`config.mk`:
```
export PLATFORM = sky130hd
export DESIGN_NAME = rbus_arbiter
export DESIGN_NICKNAME = d
export VERILOG_FILES = /design/src/rtl/rbus_pkg.sv /design/src/rtl/rbus_fifo.sv /design/src/rtl/rbus_ctrl.sv /design/src/rtl/rbus_dp.sv /design/src/rtl/rbus_arbiter.sv
export SDC_FILE = /design/constraint.sdc
export NUM_CORES = 1
export LEC_CHECK = 0
export BUFFER_PORTS_ARGS = -buffer_cell sky130_fd_sc_hd__buf_2
export CORE_MARGIN = 5
export CORE_UTILIZATION = 40
export CTS_CLUSTER_SIZE = 10
export DETAILED_ROUTE_END_ITERATION = 8
export HOLD_SLACK_MARGIN = 0.15
export SETUP_SLACK_MARGIN = 0.5
export SYNTH_ARGS = -nofsm -noshare
export SYNTH_HDL_FRONTEND = slang
export SYNTH_SLANG_ARGS = --single-unit
```
`constraint.sdc`:
```
create_clock -name clk -period 14.3 [get_ports clk]
set_clock_uncertainty 0.1 [all_clocks]
set_input_delay 0 -clock clk [delete_from_list [all_inputs] [get_ports clk]]
set_output_delay 0 -clock clk [all_outputs]
set_load 0.01 [all_outputs]
```
`src/rtl/rbus_pkg.sv`:
```
package rbus_pkg;
  typedef struct packed {
    logic load;       // start a transfer at this edge
    logic fromQueue;  // its request comes from the queue head
    logic push;       // store the incoming request
    logic pop;        // remove the queue head
    logic halt;       // bus goes idle
  } rbusStrobes_t;
endpackage

```
`src/rtl/rbus_fifo.sv`:
```
module rbus_fifo #(
  parameter int WIDTH = 12,
  parameter int DEPTH = 8
) (
  input  logic             clk,
  input  logic             rstN,
  input  logic             push,
  input  logic             pop,
  input  logic [WIDTH-1:0] wrData,
  output logic [WIDTH-1:0] headData,
  output logic             empty,
  output logic             full
);
  localparam int PTR_W = (DEPTH > 1) ? $clog2(DEPTH) : 1;
  localparam int CNT_W = $clog2(DEPTH + 1);

  logic [WIDTH-1:0] store [DEPTH];
  logic [PTR_W-1:0] rdPtr, wrPtr;
  logic [CNT_W-1:0] level;

  function automatic logic [PTR_W-1:0] nextPtr(input logic [PTR_W-1:0] p);
    return (p == PTR_W'(DEPTH - 1)) ? '0 : p + 1'b1;
  endfunction

  assign empty    = (level == '0);
  assign full     = (level == CNT_W'(DEPTH));
  assign headData = store[rdPtr];

  always_ff @(posedge clk) begin
    if (!rstN) begin
      rdPtr <= '0;
      wrPtr <= '0;
      level <= '0;
    end else begin
      if (push) begin
        store[wrPtr] <= wrData;
        wrPtr        <= nextPtr(wrPtr);
      end
      if (pop) rdPtr <= nextPtr(rdPtr);
      if (push && !pop)      level <= level + 1'b1;
      else if (pop && !push) level <= level - 1'b1;
    end
  end
endmodule

```
`src/rtl/rbus_ctrl.sv`:
```
module rbus_ctrl
  import rbus_pkg::*;
(
  input  logic         clk,
  input  logic         rstN,
  input  logic         reqValid,
  input  logic         lastCycle,
  input  logic         qEmpty,
  input  logic         qFull,
  output rbusStrobes_t strobes,
  output logic         active,
  output logic         overflow
);
  logic freeNow;
  logic dropReq;

  assign freeNow = !active || lastCycle;

  always_comb begin
    strobes = '0;
    dropReq = 1'b0;
    if (freeNow) begin
      if (!qEmpty) begin
        strobes.load      = 1'b1;
        strobes.fromQueue = 1'b1;
        strobes.pop       = 1'b1;
        strobes.push      = reqValid;
      end else if (reqValid) begin
        strobes.load = 1'b1;
      end else if (active) begin
        strobes.halt = 1'b1;
      end
    end else if (reqValid) begin
      strobes.push = !qFull;
      dropReq      = qFull;
    end
  end

  always_ff @(posedge clk) begin
    if (!rstN) begin
      active   <= 1'b0;
      overflow <= 1'b0;
    end else begin
      if (strobes.load)      active <= 1'b1;
      else if (strobes.halt) active <= 1'b0;
      if (dropReq) overflow <= 1'b1;
    end
  end
endmodule

```
`src/rtl/rbus_dp.sv`:
```
module rbus_dp
  import rbus_pkg::*;
#(
  parameter int SIZE_W  = 8,
  parameter int ID_W    = 4,
  parameter int SHIFT_W = 3,
  parameter int BEAT_W  = 4
) (
  input  logic               clk,
  input  logic               rstN,
  input  rbusStrobes_t       strobes,
  input  logic               active,
  input  logic [SIZE_W-1:0]  reqSize,
  input  logic [ID_W-1:0]    reqId,
  input  logic [SIZE_W-1:0]  headSize,
  input  logic [ID_W-1:0]    headId,
  input  logic [SHIFT_W-1:0] cfgWidthShift,
  input  logic [BEAT_W-1:0]  cfgBeatCycles,
  input  logic               cfgCritWord,
  output logic               lastCycle,
  output logic               dataReady,
  output logic               donePulse,
  output logic [ID_W-1:0]    xferId
);
  localparam int DUR_W = SIZE_W + BEAT_W;

  logic [SIZE_W-1:0] srcSize;
  logic [ID_W-1:0]   srcId;
  logic [BEAT_W-1:0] beatEff;
  logic [DUR_W-1:0]  durNext;
  logic [DUR_W-1:0]  durQ, beatQ, cnt;
  logic              critQ;
  int unsigned       sizeU, busWidth;

  assign srcSize = strobes.fromQueue ? headSize : reqSize;
  assign srcId   = strobes.fromQueue ? headId   : reqId;
  assign beatEff = (cfgBeatCycles == '0) ? BEAT_W'(1) : cfgBeatCycles;

  always_comb begin
    sizeU    = 32'(srcSize);
    busWidth = 32'd1 << cfgWidthShift;
    if (sizeU <= busWidth) durNext = DUR_W'(beatEff);
    else durNext = DUR_W'(beatEff) * DUR_W'(srcSize >> cfgWidthShift);
  end

  always_ff @(posedge clk) begin
    if (!rstN) begin
      durQ   <= DUR_W'(1);
      beatQ  <= DUR_W'(1);
      critQ  <= 1'b0;
      cnt    <= '0;
      xferId <= '0;
    end else if (strobes.load) begin
      durQ   <= durNext;
      beatQ  <= DUR_W'(beatEff);
      critQ  <= cfgCritWord;
      cnt    <= DUR_W'(1);
      xferId <= srcId;
    end else if (active) begin
      cnt <= cnt + 1'b1;
    end
  end

  assign lastCycle = active && (cnt == durQ);
  assign donePulse = lastCycle;
  assign dataReady = active && (cnt == (critQ ? beatQ : durQ));
endmodule

```
`src/rtl/rbus_arbiter.sv`:
```
module rbus_arbiter
  import rbus_pkg::*;
#(
  parameter int SIZE_W  = 8,
  parameter int ID_W    = 4,
  parameter int SHIFT_W = 3,
  parameter int BEAT_W  = 4,
  parameter int DEPTH   = 8
) (
  input  logic               clk,
  input  logic               rstN,
  input  logic               reqValid,
  input  logic [SIZE_W-1:0]  reqSize,
  input  logic [ID_W-1:0]    reqId,
  input  logic [SHIFT_W-1:0] cfgWidthShift,
  input  logic [BEAT_W-1:0]  cfgBeatCycles,
  input  logic               cfgCritWord,
  output logic               busBusy,
  output logic               dataReady,
  output logic               donePulse,
  output logic [ID_W-1:0]    xferId,
  output logic               overflow
);
  localparam int ENTRY_W = SIZE_W + ID_W;

  rbusStrobes_t      strobes;
  logic              lastCycle, qEmpty, qFull;
  logic [ENTRY_W-1:0] headData;

  rbus_fifo #(.WIDTH(ENTRY_W), .DEPTH(DEPTH)) queue (
    .clk(clk), .rstN(rstN), .push(strobes.push), .pop(strobes.pop),
    .wrData({reqSize, reqId}), .headData(headData),
    .empty(qEmpty), .full(qFull)
  );

  rbus_ctrl ctrl (
    .clk(clk), .rstN(rstN), .reqValid(reqValid), .lastCycle(lastCycle),
    .qEmpty(qEmpty), .qFull(qFull), .strobes(strobes),
    .active(busBusy), .overflow(overflow)
  );

  rbus_dp #(.SIZE_W(SIZE_W), .ID_W(ID_W), .SHIFT_W(SHIFT_W), .BEAT_W(BEAT_W)) dp (
    .clk(clk), .rstN(rstN), .strobes(strobes), .active(busBusy),
    .reqSize(reqSize), .reqId(reqId),
    .headSize(headData[ENTRY_W-1:ID_W]), .headId(headData[ID_W-1:0]),
    .cfgWidthShift(cfgWidthShift), .cfgBeatCycles(cfgBeatCycles),
    .cfgCritWord(cfgCritWord), .lastCycle(lastCycle),
    .dataReady(dataReady), .donePulse(donePulse), .xferId(xferId)
  );
endmodule

```
### Word-level counts from Yosys, hierarchy flattened

Memories as Yosys holds them, arrays and structs flattened. A register that Yosys moved wholly into a read port is not among the register bits.
Index checks and enable logic that the tools add are counted.

| storage, ports and cells | value |
|---|---|
| flip-flop bits (word level) | 45 |
| memories | 1 |
| input port bits | 23 |
| output and inout bits | 8 |
| memory bits (writable) | 96 |
| bits in latches | 0 |
| ROM bits | 0 |
| logic and storage cells | 72 |

| operators by class | value |
|---|---|
| reduce and logical (&&, ||, !) cells | 15 |
| bitwise gates (word level) | 1 |
| add/subtract/negate cells | 5 |
| magnitude comparators | 1 |
| multipliers | 1 |
| divide/modulo/power cells | 0 |
| muxes and demuxes | 30 |
| equality and inequality tests | 5 |
| shift-type cells | 2 |

Memories:

| name | words | width | rd ports | clocked after Yosys merged registers in | wr ports | line | RTL |
|---|---|---|---|---|---|---|---|
| queue.store | 8 | 12 | 1 | 1 | 1 | rbus_fifo.sv:17 | `logic [WIDTH-1:0] store [DEPTH];` |

Operators with widths:

| operator | number |
|---|---|
| $le 8x32->1 | 1 |
| $shl 1x3->32 const A | 1 |
| $eq 12x12->1 | 2 |
| $mux 12 | 2 |
| $mux 1 | 16 |
| $mux 4 | 4 |
| $mux 3 | 5 |
| $add 12x1->12 const B | 1 |
| $mul 4x12->12 | 1 |
| $shr 8x3->12 | 1 |
| $logic_not 4->1 | 2 |
| $mux 8 | 1 |
| $add 3x1->3 const B | 2 |
| $eq 3x3->1 const B | 2 |
| $reduce_bool 2->1 | 3 |
| $add 4x1->4 const B | 1 |
| $eq 4x4->1 const B | 1 |
| $logic_and 1x1->1 | 4 |
| $logic_not 1->1 | 4 |
| $mux 2 | 2 |
| $sub 4x1->4 const B | 1 |
| $reduce_or 2->1 | 1 |
| $logic_or 1x1->1 | 1 |
| $not 1->1 | 1 |

### Depth between registers and ports, before layout

| depth | value |
|---|---|
| depth after elaboration | 8 |
| depth in mapped cells | 25 |
| depth with buffers taken out | 22 |

### By module

From an unflattened synthesis, not the netlist that was laid out.

| second synthesis, totals | value |
|---|---|
| cells, all modules | 602 |
| area, all modules | 7688.6 sq um |

Modules (own cells, without submodules):

| module | area an instance (sq um) | cells an instance | instances | seq. area each (sq um) |
|---|---|---|---|---|
| rbus_fifo | 4359.2 | 215 | 1 | 3143.0 |
| rbus_dp | 3193.1 | 372 | 1 | 660.6 |
| rbus_ctrl | 136.4 | 15 | 1 | 40.0 |

### Worst setup path before layout

OpenSTA, ideal clock, no wires.

| path | value |
|---|---|
| path type | register to register |
| start | reg dp.cnt[5] |
| end | reg dp.durQ[11] |
| arrival time | 5.281 ns |
| clock period less this slack | 5.498 ns |
| stages on the path, launching flop included | 22 |
| path slack | 8.802 ns |
| library setup time | 0.117 ns |
| buffers on the path | 1 |
| required time | 14.083 ns |
| cell sequence | dfxtp_1 -> inv_2 -> a2111o_1 -> nor4_1 -> a21o_1 -> buf_2 -> mux4_2 -> and3_1 -> nor4_2 -> nand2_1 -> fa_1 -> inv_1 -> fa_1 -> ha_1 -> a21o_1 -> a21oi_1 -> o21bai_1 -> a2111oi_0 -> nor3_1 -> a31oi_1 -> xnor2_1 -> a22o_1 |

| between the ends | value |
|---|---|
| cells in the longest elaborated chain, start to end | 8 |
| elaborated cells between the ends (all ways) | 9 |
| those cells by class | mul: 1; order compare: 1; eq/ne: 1; shift: 1; mux: 3; reduce/logical: 2 |

RTL lines:

| item | line | RTL |
|---|---|---|
| start: declaration | rbus_dp.sv:31 | `logic [DUR_W-1:0] durQ, beatQ, cnt;` |
| start signal: assignment | rbus_dp.sv:60 | `cnt <= cnt + 1'b1;` |
| $eq 12x12->1 (*) | rbus_dp.sv:64 | `assign lastCycle = active && (cnt == durQ);` |
| $logic_and 1x1->1 (*) | rbus_dp.sv:64 |  |
| $logic_or 1x1->1 (*) | rbus_ctrl.sv:17 | `assign freeNow = !active \|\| lastCycle;` |
| $mux 2 (*) | rbus_ctrl.sv:22 | `if (freeNow) begin` |
| $mux 8 | rbus_dp.sv:35 | `assign srcSize = strobes.fromQueue ? headSize : reqSize;` |
| $shr 8x3->12 | rbus_dp.sv:43 | `else durNext = DUR_W'(beatEff) * DUR_W'(srcSize >> cfgWidthShift);` |
| $mul 4x12->12 | rbus_dp.sv:43 |  |
| $mux 12 | rbus_dp.sv:42 | `if (sizeU <= busWidth) durNext = DUR_W'(beatEff);` |
| end signal: assignment | rbus_dp.sv:54 | `durQ <= durNext;` |
| end: declaration | rbus_dp.sv:31 |  |

Mark *: on every way between the ends. The rest lies on a longest branch, timed or not.
A chain may end at the register's enable or synchronous reset.

### Worst setup path in the final report

Same ends and word-level chain as after synthesis.

==> impl_metrics.ini <==
[status]
status = finished clean

[pwr]
clockPowerShare = 0.257
finalPower_mw = 1.62
switching_share = 0.355
p_leak_nw = 3.28
comb_power_share = 0.413
power.switching_mw = 0.575
p_per_area_nw_per_um2 = 187
p_int_mw = 1.05
ir_drop_mv = 0.0988
seqPwrFrac = 0.330

[route]
detail_route.iter0.violations = 328
ant_nets = 0
wl_per_cell_um = 17.1
wl_um = 15500
dr.pass1.iters = 5
vias = 4784
vias_per_cell = 5.28
drc = 0

[global_route]
grt_pass1_vias = 4872
grt_start_max_net_pins = 27
grt_overflow = 0
grt_pass1_wl_um = 25500
grt_usage = 0.149
antenna_found_initial = 0

[cts]
path_clk_slew_ns = 0.06
cts-root-buf = clkbuf_16
cts_resized = 0
h-tree-depth = 4
clock_latency_ns = 0.42
ctsLongestPathBuffers = 2
cts_tree = built
cts.sinks = 144
cts_made_buffers = 17

[placed_design]
place_ws_ns = 8.07
place_hpwl_um = 10700
port_buffers = 30
place_congestion = 0.873

[synth]
syn_nets = 680
ys_ff_latch = 144
synth_area_um2 = 7540
ys.flop_type = edfxtp_1
synth_cells = 612
async_reset_ff_frac = 0
synth_edf_count = 96
synthDistinctLibCells = 58
seq_area_frac_synth = 0.510
yosysWarningCount = 0
syn_area_per_cell_um2 = 12.3

[finish]
fill_cells = 1680
drive_gt1_frac = 0.179
area_growth_pct = 15.3
post-route-util = 0.466
final_common_cell = edfxtp_1
fin_nets = 727
most-common-layout-cells = edfxtp_1, nor2_1, dfxtp_1
n_antenna_cell = 0

[sta]
setup_ws_ns = 8.08
slew_viol_final = 0
fmax_mhz = 161
rsz0062_at_grt = false
post-route-min-period_ns = 6.22
finalCritPeriodShare = 0.435
timing.slew.headroom = 0.425
hold_viol = 0
finalSetupTns_ns = 0
finalSetupViolCount = 0
worst_pin_slew_ns = 0.861

[floorplanning]
die_area_um2 = 21700
fp-row-count = 50
initial_core_util = 0.405
die_h_um = 147
die_w_um = 147
io_pins = 31
core_area_um2 = 18600

[worst_setup_path]
cp.required_ns = 14.51
cp-end-kind = flip-flop
cp-start-kind = flip-flop
worstPathMaxFanout = 16
cp_data_arrival_time_ns = 6.43
timing_worst_setup_path_type = flip-flop to flip-flop

[job]
max-cap-violations = 0

[hold_path]
hold_class = input port to flip-flop
power groups by stage:
stage / clock network (mW) / logic (mW) / registers, mW
global placement: 0 / 0.658 / 0.541
finish: 0.417 / 0.670 / 0.535
global route: 0.444 / 0.760 / 0.541
detailed placement: 0 / 0.667 / 0.543
CTS: 0.426 / 0.679 / 0.535
floorplan: 0 / 0.545 / 0.528
path summary, 6_finish.rpt:
check | start | endpoint | slack [ns] | cells past startpoint
max | dp.cnt[5]$_SDFFE_PP0P_ | dp.durQ[11]$_SDFFE_PN0P_ | 8.08 | 20
min | cfgCritWord | dp.critQ$_SDFFE_PN0P_ | 0.30 | 4
max reg2reg | dp.cnt[5]$_SDFFE_PP0P_ | dp.durQ[11]$_SDFFE_PN0P_ | 8.08 | 20
min reg2reg | queue.rdPtr[2]$_SDFFE_PN0N_ | queue.rdPtr[2]$_SDFFE_PN0N_ | 0.39 | 2
sequential cells by signal, summed over array words and instances, names as in the netlist, named ones only:
signal	cells
queue.store	96
dp.xferId	4
queue.level	4
queue.rdPtr	3
dp.durQ	12
ctrl.active	1
queue.wrPtr	3
dp.cnt	12
ctrl.overflow	1
dp.beatQ	4
dp.critQ	1
area by class of cell:
| class | count | area (µm²) | area share |
|---|---|---|---|
| Sequential cell | 144 | 3840 | 0.442 |
| Multi-Input combinational cell | 396 | 3430 | 0.395 |
| Clock buffer | 18 | 429 | 0.0494 |
| Timing Repair Buffer | 57 | 403 | 0.0463 |
| Tap cell | 234 | 293 | 0.0337 |
| Inverter | 43 | 161 | 0.0186 |
| Clock inverter | 14 | 133 | 0.0153 |
critical path: stages, from the launching register on:
cell and delay, ns:
dfxtp_1 0.40, inv_2 0.06, a2111o_1 0.42, nor4_1 0.24
a21o_1 0.61, mux4_2 0.63, and3_1 0.24, nor4_2 0.33
nand2_1 0.13, fa_1 0.54, inv_1 0.05, fa_1 0.49
ha_1 0.30, a21o_1 0.17, a21oi_1 0.21, o21bai_1 0.11
a2111oi_0 0.42, nor3_1 0.15, a31oi_1 0.22, xnor2_1 0.08
a22o_1 0.19
cells in the mapped netlist, types with 3 or more instances:
library cell / number / area (µm²)
a211oi_1: 8 / 60.1
a21o_1: 9 / 67.6
a21oi_1: 23 / 115
a22o_1: 9 / 78.8
a31oi_1: 3 / 18.8
and2_1: 26 / 163
buf_1: 4 / 15.0
buf_2: 8 / 40.0
clkbuf_1: 15 / 56.3
dfxtp_1: 48 / 961
edfxtp_1: 96 / 2880
fa_1: 13 / 260
ha_1: 32 / 400
inv_1: 41 / 154
mux2_2: 11 / 124
mux2i_1: 26 / 260
mux4_2: 29 / 653
nand2_1: 21 / 78.8
nand2b_1: 12 / 75.1
nand3_1: 7 / 35.0
nand4_1: 6 / 37.5
nor2_1: 63 / 236
nor2b_1: 6 / 37.5
nor3_1: 13 / 65.1
nor4_1: 4 / 25.0
o21a_1: 3 / 22.5
o21ai_0: 4 / 20.0
o21bai_1: 3 / 22.5
or2_2: 3 / 18.8
or3_1: 5 / 31.3
xnor2_1: 21 / 184
xor2_1: 9 / 78.8
metal layers:
layer,share of wire,wire [µm],vias up,global-route usage
met4,0.013,200,0,0.0471
met3,0.034,527,17,0.0308
met5,0,0,-,0
li1,-,-,2321,-
met1,0.47,7280,2347,0.204
met2,0.48,7440,99,0.238
kinds of logic after synthesis:
group / count (synthesis) / share of synthesized area
multiplexers: 66 / 0.138
adder cells (fa/ha/maj): 45 / 0.0876
flip-flops: 144 / 0.510
XOR/XNOR: 30 / 0.0348
AO/OA/AOI/OAI: 82 / 0.0770
AND/OR/NAND/NOR: 173 / 0.115
buffers and inverters: 72 / 0.0381
per-stage QoR:
stage	hold slack [ns]	cell area (µm²)	cells
floorplan	-0.0381	7540	612
global placement	0.156	7930	854
detailed placement	0.151	7930	854
CTS	0.290	8690	906
global route	0.311	8690	906
finish	0.303	8690	906
repair_timing:
| item | 4_1_cts | 5_1_grt |
|---|---|---|
| hold endpoints to repair | 132 | 0 |
| buffers inserted | 0 | 0 |
| hold buffers | 20 | 0 |
Power figures use the tool's default switching activity.
